==> config.mk <==
export PLATFORM = sky130hd
export DESIGN_NAME = adcx_top
export DESIGN_NICKNAME = d
export VERILOG_FILES = /design/src/rtl/adcx_pkg.sv /design/src/rtl/adcx_alu.sv /design/src/rtl/adcx_regfile.sv /design/src/rtl/adcx_ctrl.sv /design/src/rtl/adcx_top.sv
export SDC_FILE = /design/constraint.sdc
export NUM_CORES = 1
export LEC_CHECK = 0
export CAP_MARGIN = 20
export CORE_ASPECT_RATIO = 1.1
export CORE_UTILIZATION = 55
export DETAILED_ROUTE_END_ITERATION = 7
export PLACE_DENSITY_LB_ADDON = 0.08
export SLEW_MARGIN = 5
export SYNTH_ARGS = -nofsm -noshare
export SYNTH_HDL_FRONTEND = slang
export SYNTH_SLANG_ARGS = --single-unit
==> constraint.sdc <==
create_clock -name clk -period 6.8 [get_ports clk]
set_clock_uncertainty 0.15 [all_clocks]
set_input_delay 0.68 -clock clk [delete_from_list [all_inputs] [get_ports clk]]
set_output_delay 0.68 -clock clk [all_outputs]
set_load 0.01 [all_outputs]
==> src/rtl/adcx_pkg.sv <==
// Package: shared encodings for the add-with-carry executor.
// Assumes 8-bit opcodes; data width is a parameter of the modules.
package adcx_pkg;

    // Operand source picked by the decoder.
    typedef enum logic [1:0] {
        SRC_REG = 2'd0,
        SRC_IMM = 2'd1,
        SRC_HL  = 2'd2,
        SRC_BAD = 2'd3
    } src_e;

    // Control states.
    typedef enum logic {
        ST_IDLE = 1'b0,
        ST_WAIT = 1'b1
    } st_e;

    // Register file indexes (opcode low bits; 6 holds the flags).
    localparam int IDX_H = 4;
    localparam int IDX_L = 5;
    localparam int IDX_F = 6;
    localparam int IDX_A = 7;

    // Flag bit positions.
    localparam int FLAG_Z = 7;
    localparam int FLAG_N = 6;
    localparam int FLAG_H = 5;
    localparam int FLAG_C = 4;

    localparam logic [7:0] OP_IMM = 8'hCE;

    // Classify an opcode byte into its operand source.
    function automatic src_e decode_src(input logic [7:0] op);
        if (op[7:3] == 5'b10001) begin
            if (op[2:0] == 3'b110) return SRC_HL;
            return SRC_REG;
        end
        if (op == OP_IMM) return SRC_IMM;
        return SRC_BAD;
    endfunction

endpackage

==> src/rtl/adcx_alu.sv <==
// Module: adcx_alu
// Adds two operands and a carry-in. Produces the wrapped sum and the
// flag byte: zero, subtract (always clear), half-carry out of the low
// half, carry out of the top bit. Low flag bits are zero.
// Assumes DATA_W >= 8 and even; flag positions come from the package.
module adcx_alu
    import adcx_pkg::*;
#(
    parameter int DATA_W = 8
) (
    input  logic [DATA_W-1:0] a,
    input  logic [DATA_W-1:0] b,
    input  logic              cin,
    output logic [DATA_W-1:0] sum,
    output logic [DATA_W-1:0] flags
);
    localparam int HALF = DATA_W / 2;

    logic [DATA_W:0] full;
    logic [HALF:0]   low;

    // Full-width and low-half additions, each including the carry-in.
    always_comb begin
        full = {1'b0, a} + {1'b0, b} + {{DATA_W{1'b0}}, cin};
        low  = {1'b0, a[HALF-1:0]} + {1'b0, b[HALF-1:0]} + {{HALF{1'b0}}, cin};
    end

    // Result and flag byte assembly.
    always_comb begin
        sum            = full[DATA_W-1:0];
        flags          = '0;
        flags[FLAG_Z]  = (full[DATA_W-1:0] == '0);
        flags[FLAG_N]  = 1'b0;
        flags[FLAG_H]  = low[HALF];
        flags[FLAG_C]  = full[DATA_W];
    end

endmodule

==> src/rtl/adcx_regfile.sv <==
// Module: adcx_regfile
// Holds eight DATA_W-bit entries indexed like the opcode low bits:
// 0..5 = B,C,D,E,H,L, 6 = flags, 7 = accumulator. Executor writes to
// A and flags take priority over the external write port. Flag low
// bits are forced to zero on every write.
module adcx_regfile
    import adcx_pkg::*;
#(
    parameter int DATA_W = 8,
    parameter int N_REGS = 8
) (
    input  logic              clk,
    input  logic              rst_n,
    input  logic              ext_we,
    input  logic [2:0]        ext_idx,
    input  logic [DATA_W-1:0] ext_wdata,
    input  logic              exe_we,
    input  logic [DATA_W-1:0] exe_acc,
    input  logic [DATA_W-1:0] exe_flags,
    input  logic [2:0]        rd_idx,
    output logic [DATA_W-1:0] rd_data,
    output logic [DATA_W-1:0] acc,
    output logic [DATA_W-1:0] flags,
    output logic [DATA_W-1:0] h_val,
    output logic [DATA_W-1:0] l_val
);
    localparam logic [DATA_W-1:0] FLAG_MASK = {{(DATA_W-4){1'b1}}, 4'b0000};

    logic [N_REGS*DATA_W-1:0] flat;

    for (genvar gi = 0; gi < N_REGS; gi++) begin : g_reg
        localparam bit IS_A = (gi == IDX_A);
        localparam bit IS_F = (gi == IDX_F);
        logic [DATA_W-1:0] q;

        // One storage entry: executor result first, then external write.
        always_ff @(posedge clk) begin
            if (!rst_n) begin
                q <= '0;
            end else if (exe_we && IS_A) begin
                q <= exe_acc;
            end else if (exe_we && IS_F) begin
                q <= exe_flags & FLAG_MASK;
            end else if (ext_we && (ext_idx == 3'(gi))) begin
                q <= IS_F ? (ext_wdata & FLAG_MASK) : ext_wdata;
            end
        end

        assign flat[gi*DATA_W +: DATA_W] = q;
    end

    assign rd_data = flat[rd_idx*DATA_W +: DATA_W];
    assign acc     = flat[IDX_A*DATA_W +: DATA_W];
    assign flags   = flat[IDX_F*DATA_W +: DATA_W];
    assign h_val   = flat[IDX_H*DATA_W +: DATA_W];
    assign l_val   = flat[IDX_L*DATA_W +: DATA_W];

endmodule

==> src/rtl/adcx_ctrl.sv <==
// Module: adcx_ctrl
// Accepts an opcode when idle and decodes its operand source.
// Register forms finish at the accepting edge. Memory forms issue a
// read in the accepting cycle and finish on the next edge, when the
// data has returned. Owns the program counter.
// Assumes memory read latency of exactly one clock.
module adcx_ctrl
    import adcx_pkg::*;
#(
    parameter int DATA_W = 8,
    parameter int ADDR_W = 16
) (
    input  logic              clk,
    input  logic              rst_n,
    input  logic              op_valid,
    input  logic [7:0]        op_code,
    input  logic [DATA_W-1:0] h_val,
    input  logic [DATA_W-1:0] l_val,
    input  logic              pc_load,
    input  logic [ADDR_W-1:0] pc_wdata,
    output logic              op_ready,
    output logic              mem_rd,
    output logic [ADDR_W-1:0] mem_addr,
    output logic              exe_we,
    output logic              use_mem,
    output logic [2:0]        rd_idx,
    output logic              done,
    output logic              illegal,
    output logic [ADDR_W-1:0] pc
);
    st_e  state;
    src_e src;
    src_e pend;
    logic accept;

    assign src      = decode_src(op_code);
    assign accept   = op_valid && (state == ST_IDLE);
    assign op_ready = (state == ST_IDLE);
    assign mem_rd   = accept && ((src == SRC_IMM) || (src == SRC_HL));
    assign mem_addr = (src == SRC_IMM) ? pc : {h_val, l_val};
    assign exe_we   = (accept && (src == SRC_REG)) || (state == ST_WAIT);
    assign use_mem  = (state == ST_WAIT);
    assign rd_idx   = op_code[2:0];

    // State sequencing: memory forms spend one cycle waiting for data.
    always_ff @(posedge clk) begin
        if (!rst_n) begin
            state <= ST_IDLE;
        end else if (state == ST_WAIT) begin
            state <= ST_IDLE;
        end else if (mem_rd) begin
            state <= ST_WAIT;
        end
    end

    // Remember the source of an outstanding memory form.
    always_ff @(posedge clk) begin
        if (!rst_n) begin
            pend <= SRC_REG;
        end else if (accept) begin
            pend <= src;
        end
    end

    // Completion and illegal-opcode strobes.
    always_ff @(posedge clk) begin
        if (!rst_n) begin
            done    <= 1'b0;
            illegal <= 1'b0;
        end else begin
            done    <= exe_we;
            illegal <= accept && (src == SRC_BAD);
        end
    end

    // Program counter: step past the immediate byte, else external load.
    always_ff @(posedge clk) begin
        if (!rst_n) begin
            pc <= '0;
        end else if ((state == ST_WAIT) && (pend == SRC_IMM)) begin
            pc <= pc + ADDR_W'(1);
        end else if (pc_load) begin
            pc <= pc_wdata;
        end
    end

    // the wait state lasts exactly one cycle
    p_wait_one_r9: assert property (@(posedge clk) disable iff (!rst_n)
        (state == ST_WAIT) |=> (state == ST_IDLE));

    // a register form completes one clock after acceptance
    p_reg_done_r5: assert property (@(posedge clk) disable iff (!rst_n)
        (accept && (src == SRC_REG)) |=> done);

    // illegal and done never coincide
    p_illegal_excl_r8: assert property (@(posedge clk) disable iff (!rst_n)
        illegal |-> !done);

endmodule

==> src/rtl/adcx_top.sv <==
// Module: adcx_top
// Add-with-carry executor: controller, register file and adder.
// The operand comes from the register file or, in the wait state,
// from the memory read data. The carry-in is the stored carry flag.
// Assumes the address is formed from two data-width registers.
module adcx_top
    import adcx_pkg::*;
#(
    parameter int DATA_W = 8
) (
    input  logic                  clk,
    input  logic                  rst_n,
    input  logic                  op_valid,
    input  logic [7:0]            op_code,
    output logic                  op_ready,
    output logic                  mem_rd,
    output logic [2*DATA_W-1:0]   mem_addr,
    input  logic [DATA_W-1:0]     mem_rdata,
    output logic                  done,
    output logic                  illegal,
    input  logic                  wr_en,
    input  logic [2:0]            wr_idx,
    input  logic [DATA_W-1:0]     wr_data,
    input  logic                  pc_load,
    input  logic [2*DATA_W-1:0]   pc_wdata,
    output logic [DATA_W-1:0]     acc_out,
    output logic [DATA_W-1:0]     flags_out,
    output logic [2*DATA_W-1:0]   pc_out
);
    localparam int ADDR_W = 2 * DATA_W;

    logic              exe_we;
    logic              use_mem;
    logic [2:0]        rd_idx;
    logic [DATA_W-1:0] rd_data;
    logic [DATA_W-1:0] h_val;
    logic [DATA_W-1:0] l_val;
    logic [DATA_W-1:0] operand;
    logic [DATA_W-1:0] sum;
    logic [DATA_W-1:0] new_flags;

    adcx_ctrl #(.DATA_W(DATA_W), .ADDR_W(ADDR_W)) u_ctrl (
        .clk      (clk),
        .rst_n    (rst_n),
        .op_valid (op_valid),
        .op_code  (op_code),
        .h_val    (h_val),
        .l_val    (l_val),
        .pc_load  (pc_load),
        .pc_wdata (pc_wdata),
        .op_ready (op_ready),
        .mem_rd   (mem_rd),
        .mem_addr (mem_addr),
        .exe_we   (exe_we),
        .use_mem  (use_mem),
        .rd_idx   (rd_idx),
        .done     (done),
        .illegal  (illegal),
        .pc       (pc_out)
    );

    adcx_regfile #(.DATA_W(DATA_W)) u_regs (
        .clk       (clk),
        .rst_n     (rst_n),
        .ext_we    (wr_en),
        .ext_idx   (wr_idx),
        .ext_wdata (wr_data),
        .exe_we    (exe_we),
        .exe_acc   (sum),
        .exe_flags (new_flags),
        .rd_idx    (rd_idx),
        .rd_data   (rd_data),
        .acc       (acc_out),
        .flags     (flags_out),
        .h_val     (h_val),
        .l_val     (l_val)
    );

    // Operand select: memory data during the wait state.
    assign operand = use_mem ? mem_rdata : rd_data;

    adcx_alu #(.DATA_W(DATA_W)) u_alu (
        .a     (acc_out),
        .b     (operand),
        .cin   (flags_out[FLAG_C]),
        .sum   (sum),
        .flags (new_flags)
    );

    // zero flag agrees with the accumulator after completion
    p_zero_flag_r4: assert property (@(posedge clk) disable iff (!rst_n)
        done |-> (flags_out[FLAG_Z] == (acc_out == '0)));

    // subtract and low flag bits are clear after completion
    p_sub_clear_r4: assert property (@(posedge clk) disable iff (!rst_n)
        done |-> (!flags_out[FLAG_N] && (flags_out[3:0] == 4'h0)));

    // an illegal opcode leaves accumulator and flags untouched
    p_hold_illegal_r8: assert property (@(posedge clk) disable iff (!rst_n)
        (illegal && !$past(wr_en)) |-> ($stable(acc_out) && $stable(flags_out)));

endmodule

==> results of run 1 <==
-- per-layer routing --
layer  routed length, um  track usage [%]
met5                   0                0
met4                 398             13.5
met3                 893             3.82
met2                6310             52.3
met1                5160             39.1
-- cell families after synthesis --
family                   Yosys count
AND/OR/NAND/NOR                  206
AO/OA/AOI/OAI                    125
flip-flops                        81
multiplexers                      58
buffers and inverters             45
adder cells (fa/ha/maj)           13
XOR/XNOR                           5
other                              1
-- how the worst max path moves through the flow --
stage                from              end  depth (start not counted)
4_1_cts        op_code[1]      mem_addr[8]                          8
2_1_floorplan  op_code[1]  u_regs.flags[7]                         13
3_3_place_gp   op_code[1]     mem_addr[12]                          8
6_report       op_code[1]      mem_addr[8]                          8
3_5_place_dp   op_code[1]      mem_addr[8]                          8
5_1_grt        op_code[1]      mem_addr[4]                          8
-- through the flow --
stage | util (%) | instances
after global routing | 71.6 | 723
after detailed placement | 69.0 | 707
final | 71.6 | 723
after CTS | 71.6 | 723
after global placement | 69.0 | 707
after floorplan | - | 537
-- worst reg2reg max path, stage by stage, from the launching register on --
cell and delay (ns):
dfxtp_1 0.77, inv_1 0.26, o211ai_1 0.14, o21ai_0 0.13
fa_1 0.42, fa_1 0.42, nor2b_1 0.20, o31ai_1 0.17
a221oi_1 0.41, a41o_1 0.22
-- flip-flops by register name (all words and copies together), names as in the netlist --
name,count
u_regs.acc,8
u_regs.g.q,32
u_ctrl.illegal,1
u_ctrl.pend,2
u_regs.l_val,8
u_regs.h_val,8
u_ctrl.use_mem,1
u_ctrl.done,1
u_ctrl.pc,16
u_regs.flags,4
-- final cells by class --
cell class / instances / area [um^2]
Clock buffer: 9 / 124
Clock inverter: 7 / 83.8
Fill cell: 636 / 2260
Inverter: 9 / 33.8
Multi-Input combinational cell: 411 / 2730
Sequential cell: 81 / 1620
Tap cell: 108 / 135
Timing Repair Buffer: 98 / 973
-- placed cells by master, fill, tap and decap left out, drive strengths merged, types with 5 or more instances in the layout --
master,Yosys,routed
nand2,107,107
clkdlybuf4s50,0,95
dfxtp,81,81
a21oi,63,63
nor2,39,39
mux2,25,25
mux2i,21,21
o21ai,18,18
a211oi,15,15
inv,9,13
mux4,12,12
ha,11,11
nor3,10,10
clkbuf,20,9
o211ai,8,8
nand3,8,8
nor2b,7,7
and3,6,6
o21a,5,5
nand4,5,5
-- synthesized netlist by cell type (3+ instances only) --
library cell	instances	share of area (%)
clkbuf_1	20	1.6
ha_1	11	3.0
a21oi_1	62	6.8
o21a_1	5	0.82
nand3_1	8	0.88
and3_1	4	0.55
nand2b_1	4	0.55
a211oi_1	15	2.5
a22oi_1	3	0.49
dfxtp_1	81	36
nor3_1	8	0.88
nor2_1	38	3.1
nand4_1	3	0.41
o211ai_1	8	1.3
mux4_2	12	5.9
buf_4	10	1.6
and2_1	3	0.41
mux2_2	25	6.2
xnor2_1	3	0.58
inv_1	8	0.66
mux2i_1	21	4.6
buf_2	6	0.66
o21ai_0	17	1.9
nor2b_1	7	0.96
nand2_1	107	8.8
a221oi_1	4	0.77
-- power groups by stage --
stage	combinational, mW	sequential [mW]	clock [mW]
2_1_floorplan	0.0792	0.516	0
3_3_place_gp	0.144	0.518	0
3_5_place_dp	0.148	0.519	0
4_1_cts	0.148	0.508	0.376
5_1_grt	0.161	0.510	0.394
6_report	0.149	0.508	0.375
==> reports/metrics.cfg, run 1 <==
[place]
place_ws_ns=2.45
post_dp_cell_area_um2=5490
gp_congestion=0.892
hpwlAfterDp_um=9570
portBuffers=95

[die]
die_y_um=97.4
ioPinCount=100
die_w_um=88.7
initial_utilization_pct=57.2
fp-row-count=34
core-area_um2=7960
die_area_um2=8640

[critical_path]
path_cells=clkdlybuf4s50_1, buf_4, nand3b_1, xor2_1, and2_1, ha_1, mux2_2, clkdlybuf4s50_1
critical-path-top-delay-family=buffers and inverters
timing.critical_path.buf_inv=3
start_kind=primary input
critPathMaxStageDelay_ns=0.66
crit_top_cell=clkdlybuf4s50_1
r2r_end=u_regs.flags[7]
rrSetupSlack_ns=3.47
critPathSlowestCell=ha_1
critPathKind=in -> out
r2r_cells=9
required_ns=5.97
worst-path-max-fanout=18
end_kind=output port
worstReg2RegStart=u_ctrl.use_mem
worstPathArrival_ns=3.50

[logic_synthesis]
synth_mux_area_share_pct=16.7
synth_edf_count=0
syn_area_per_cell_um2=8.52
synth_flop_cell=dfxtp_1
synthSimpleGateAreaFrac_pct=21.5
synth-xor-area-share_pct=0.962
synth_compound_area_share_pct=16.5
synth_cell_types=57
seq_area_frac_synth_pct=35.6
synth_seq_cells=81
yosys_warnings=0
synthArstFlopShare_pct=0
synth_fa_ha_area_share_pct=3.90
syn_inst=534
syn_area_um2=4550
synth_top_family_by_area=simple AND/OR/NAND/NOR gates

[cts]
path_clk_slew_ns=0.09
cts_tree=done
htreeDepth=3
cts_buffers=9
cts_sinks=81
hold_buffers=0
cts_setup_buffers=0
insertion_delay_ns=0.37
post_cts_resized=0
cts_root_buffer=clkbuf_8
clockBufferDepth=2

[pwr]
leakage_nw=2.10
powerDensity_nw_per_um2=181
seqPwrFrac_pct=49.2
switching_share_pct=28.0
p_total_mw=1.03
pwr-share-clk_pct=36.3
p_int_mw=0.743
p_comb_share_pct=14.4
ir_drop_v=0.000131
power.net_switching_mw=0.289

[drt]
wirelength_um=12800
drt-initial-drc-count=280
via_count=4286
ant_nets=0
dr.pass1.iters=5
wl_per_cell_um=17.7
vias_per_cell=5.93
drc=0

[timing]
tns_ns=0
min_period_over_period_pct=63.7
max_freq_mhz=231
relSlewSlack_pct=38.7
slew_viol_final=0
rsz0062_at_grt=no
worst_pin_slew_ns=0.912
hold_violations=0
period_needed_ns=4.33
setup_viol=0
hold_slack_ns=0.311
fin_ws_ns=2.47

[grt]
grt_usage_pct=31.0
grt_overflow=0
grt_max_degree=73
antenna_found_initial=0
grt_first_pass_wirelength_um=20400
grt_pass1_vias=4085

[finish]
finish.instance_area_um2=5700
diodes=0
syn2layout_area_growth_pct=25.2
drive_gt1_share_pct=11.4
nets=671

[min_path]
hp-class=reg -> reg
hold_start=u_regs.g_reg[3].q[7]
holdPathStages=2
min_to=u_regs.g_reg[3].q[7]

[run]
maxCapViolations=0

[run_status]
status=finished clean

(Power assumes the default switching activity.)
==> run 2, diff against run 1 <==
--- a/config.mk
+++ b/config.mk
@@ -7,7 +7,7 @@
 export LEC_CHECK = 0
 export CAP_MARGIN = 20
 export CORE_ASPECT_RATIO = 1.1
-export CORE_UTILIZATION = 55
+export CORE_UTILIZATION = 46
 export DETAILED_ROUTE_END_ITERATION = 7
 export PLACE_DENSITY_LB_ADDON = 0.08
 export SLEW_MARGIN = 5
==> constraint.sdc (replaced) <==
create_clock -name clk -period 3.5 [get_ports clk]
set_clock_uncertainty 0.15 [all_clocks]
set_input_delay 0.35 -clock clk [delete_from_list [all_inputs] [get_ports clk]]
set_output_delay 0.35 -clock clk [all_outputs]
set_load 0.01 [all_outputs]
==> run 2 against run 1 <==
Against the previous run:
- global-route usage shrank 4.5 points
- non-clock buffer count grew 8
- die area grew 19%
- worst hold slack lost 0.0045 ns
- sequential power grew 94%
- wire length grew 6.8%
- critical endpoint is now mem_addr[4]
- first-iteration DRC count shrank 20%
- critical path depth grew 1
- sequential cell count is the same
- combinational power grew 100%
==> reports/metrics.cfg, run 2 (synthesis gave the netlist of run 1 again) <==
[die]
initial_utilization_pct=48.0  ; -9.3 points
die_area_um2=10300  ; +19%
fp-row-count=37  ; +8.8%
ioPinCount=100  ; unchanged
die_w_um=96.8  ; +9.1%
core-area_um2=9490  ; +19%
die_y_um=106  ; +9.2%

[min_path]
holdPathStages=2  ; unchanged
hp-class=reg -> reg
hold_start=u_regs.g_reg[2].q[7]
min_to=u_regs.g_reg[2].q[7]

[finish]
top_register=u_regs.g.q
fin_cells=739  ; +2.2%
drive_gt1_share_pct=12.2  ; +0.84 points
top_regs=u_regs.g.q (32), u_ctrl.pc (16)
largest_reg_flops=32  ; unchanged
final_common_cell=nand2_1
syn2layout_area_growth_pct=27.8
diodes=0  ; unchanged
final_cell_mix=nand2_1 (107), clkdlybuf4s50_1 (95), dfxtp_1 (81)
nets=679  ; +1.2%

[grt]
antenna_found_initial=0  ; unchanged
grt_usage_pct=26.5  ; -4.5 points
grt_max_degree=72  ; -1.4%
grt_pass1_vias=4105  ; +0.49%
grt_first_pass_wirelength_um=21600  ; +5.6%
grt_overflow=0  ; unchanged

[cts]
clockBufferDepth=2  ; unchanged
post_cts_resized=0  ; unchanged
cts_sinks=81  ; unchanged
cts_tree=done
hold_buffers=0  ; unchanged
htreeDepth=3  ; unchanged
path_clk_slew_ns=0.08  ; about the same
cts_setup_buffers=0  ; unchanged
cts_buffers=9  ; unchanged
insertion_delay_ns=0.36  ; about the same
cts_root_buffer=clkbuf_8

[critical_path]
start_kind=primary input
critPathKind=in -> out
required_ns=3.00  ; -2.97 ns
worstPathArrival_ns=2.80  ; -0.70 ns
r2r_end=u_regs.flags[7]
worstReg2RegStart=u_regs.acc[0]
critPathSlowestCell=clkdlybuf4s50_1
worst-path-max-fanout=18  ; unchanged
rrSetupSlack_ns=0.56  ; -2.91 ns
end_kind=output port
path_cells=clkdlybuf4s50_1, buf_12, nand3b_1, xor2_1, and2_1, ha_1, buf_12, mux2_2, clkdlybuf4s50_1
r2r_cells=11  ; +2
critPathMaxStageDelay_ns=0.51  ; -0.15 ns

[timing]
setup_viol=0  ; unchanged
rsz0062_at_grt=no
min_period_over_period_pct=94.4
hold_violations=0  ; unchanged
max_freq_mhz=303
period_needed_ns=3.30
fin_ws_ns=0.197  ; -2.27 ns
relSlewSlack_pct=32.1  ; -6.6 points
worst_pin_slew_ns=1.01  ; +0.0983 ns
slew_viol_final=0  ; unchanged

[place]
portBuffers=95  ; unchanged
hpwlAfterDp_um=10100  ; +6.0%
gp_congestion=0.932  ; +4.5%
dp.cells=724  ; +2.4%
place_ws_ns=-0.118  ; -2.57 ns

[pwr]
p_comb_share_pct=14.5  ; about the same
switching_share_pct=25.8  ; -2.2 points
leakage_nw=2.15  ; +2.6%
ir_drop_v=0.000229  ; +75%
seqPwrFrac_pct=48.0  ; -1.2 points
powerDensity_nw_per_um2=354  ; +96%
pwr-share-clk_pct=37.5  ; +1.2 points
power.net_switching_mw=0.532  ; +84%
p_int_mw=1.53  ; +110%

[drt]
wl_per_cell_um=18.4  ; +4.5%
dr.pass1.iters=5  ; unchanged
drc=0  ; unchanged
ant_nets=0  ; unchanged
drt-initial-drc-count=223  ; -20%
via_count=4332  ; +1.1%
wirelength_um=13600  ; +6.8%
vias_per_cell=5.86  ; -1.1%

[run_status]
status=finished clean

[run]
maxCapViolations=0  ; unchanged

==> run 2: cell count changes in the layout (fill, tap and decap cells not counted), sizes merged <==
cell / change
clkbuf: +2
inv: -3
bufinv: +1
buf: +8
clkinv: -1
==> run 2: final cells by class <==
class                           count  area, um^2
Timing Repair Buffer              106        1070
Sequential cell                    81        1620
Tap cell                          117         146
Multi-Input combinational cell    411        2730
Fill cell                         848        3670
Inverter                            9        33.8
Clock inverter                      4        76.3
Clock buffer                       11         141
==> run 2: critical path, delay by kind of cell <==
family                   cells  cell delay [ns]
XOR/XNOR                     1             0.14
AND/OR/NAND/NOR              2             0.39
multiplexers                 1             0.36
buffers and inverters        4             1.32
adder cells (fa/ha/maj)      1             0.22
==> run 2: layer usage <==
metal	track usage, %	wire, um
met5	0	0
met4	10.7	425
met3	5.46	809
met2	45.5	6580
met1	32.5	5810
==> run 2: through the flow <==
step / util [%] / hold slack, ns / instance area (um^2) / setup TNS (ns) / power (mW)
after floorplan: - / 0.283 / 4560 / 0 / 1.16
after global placement: 59.0 / 0.290 / 5600 / 0 / 1.30
after detailed placement: 59.0 / 0.296 / 5600 / -0.232 / 1.31
after CTS: 61.3 / 0.307 / 5820 / 0 / 2.06
after global routing: 61.3 / 0.325 / 5820 / 0 / 2.13
final: 61.3 / 0.307 / 5820 / 0 / 2.06
==> run 2: worst max path at each step <==
stage,from,endpoint,cells past startpoint
after floorplan,op_code[1],u_regs.flags[7],13
after global placement,op_code[1],u_regs.flags[7],13
after detailed placement,op_code[1],u_regs.flags[7],13
after CTS,op_code[0],mem_addr[2],9
after global routing,op_code[1],u_regs.flags[7],13
final,op_code[0],mem_addr[4],9
==> run 2: power groups by stage <==
stage	clock network [mW]	logic (mW)	registers (mW)
floorplan	0	0.154	1.00
global route	0.813	0.322	0.992
CTS	0.778	0.299	0.988
finish	0.772	0.300	0.988
global placement	0	0.293	1.01
detailed placement	0	0.298	1.01
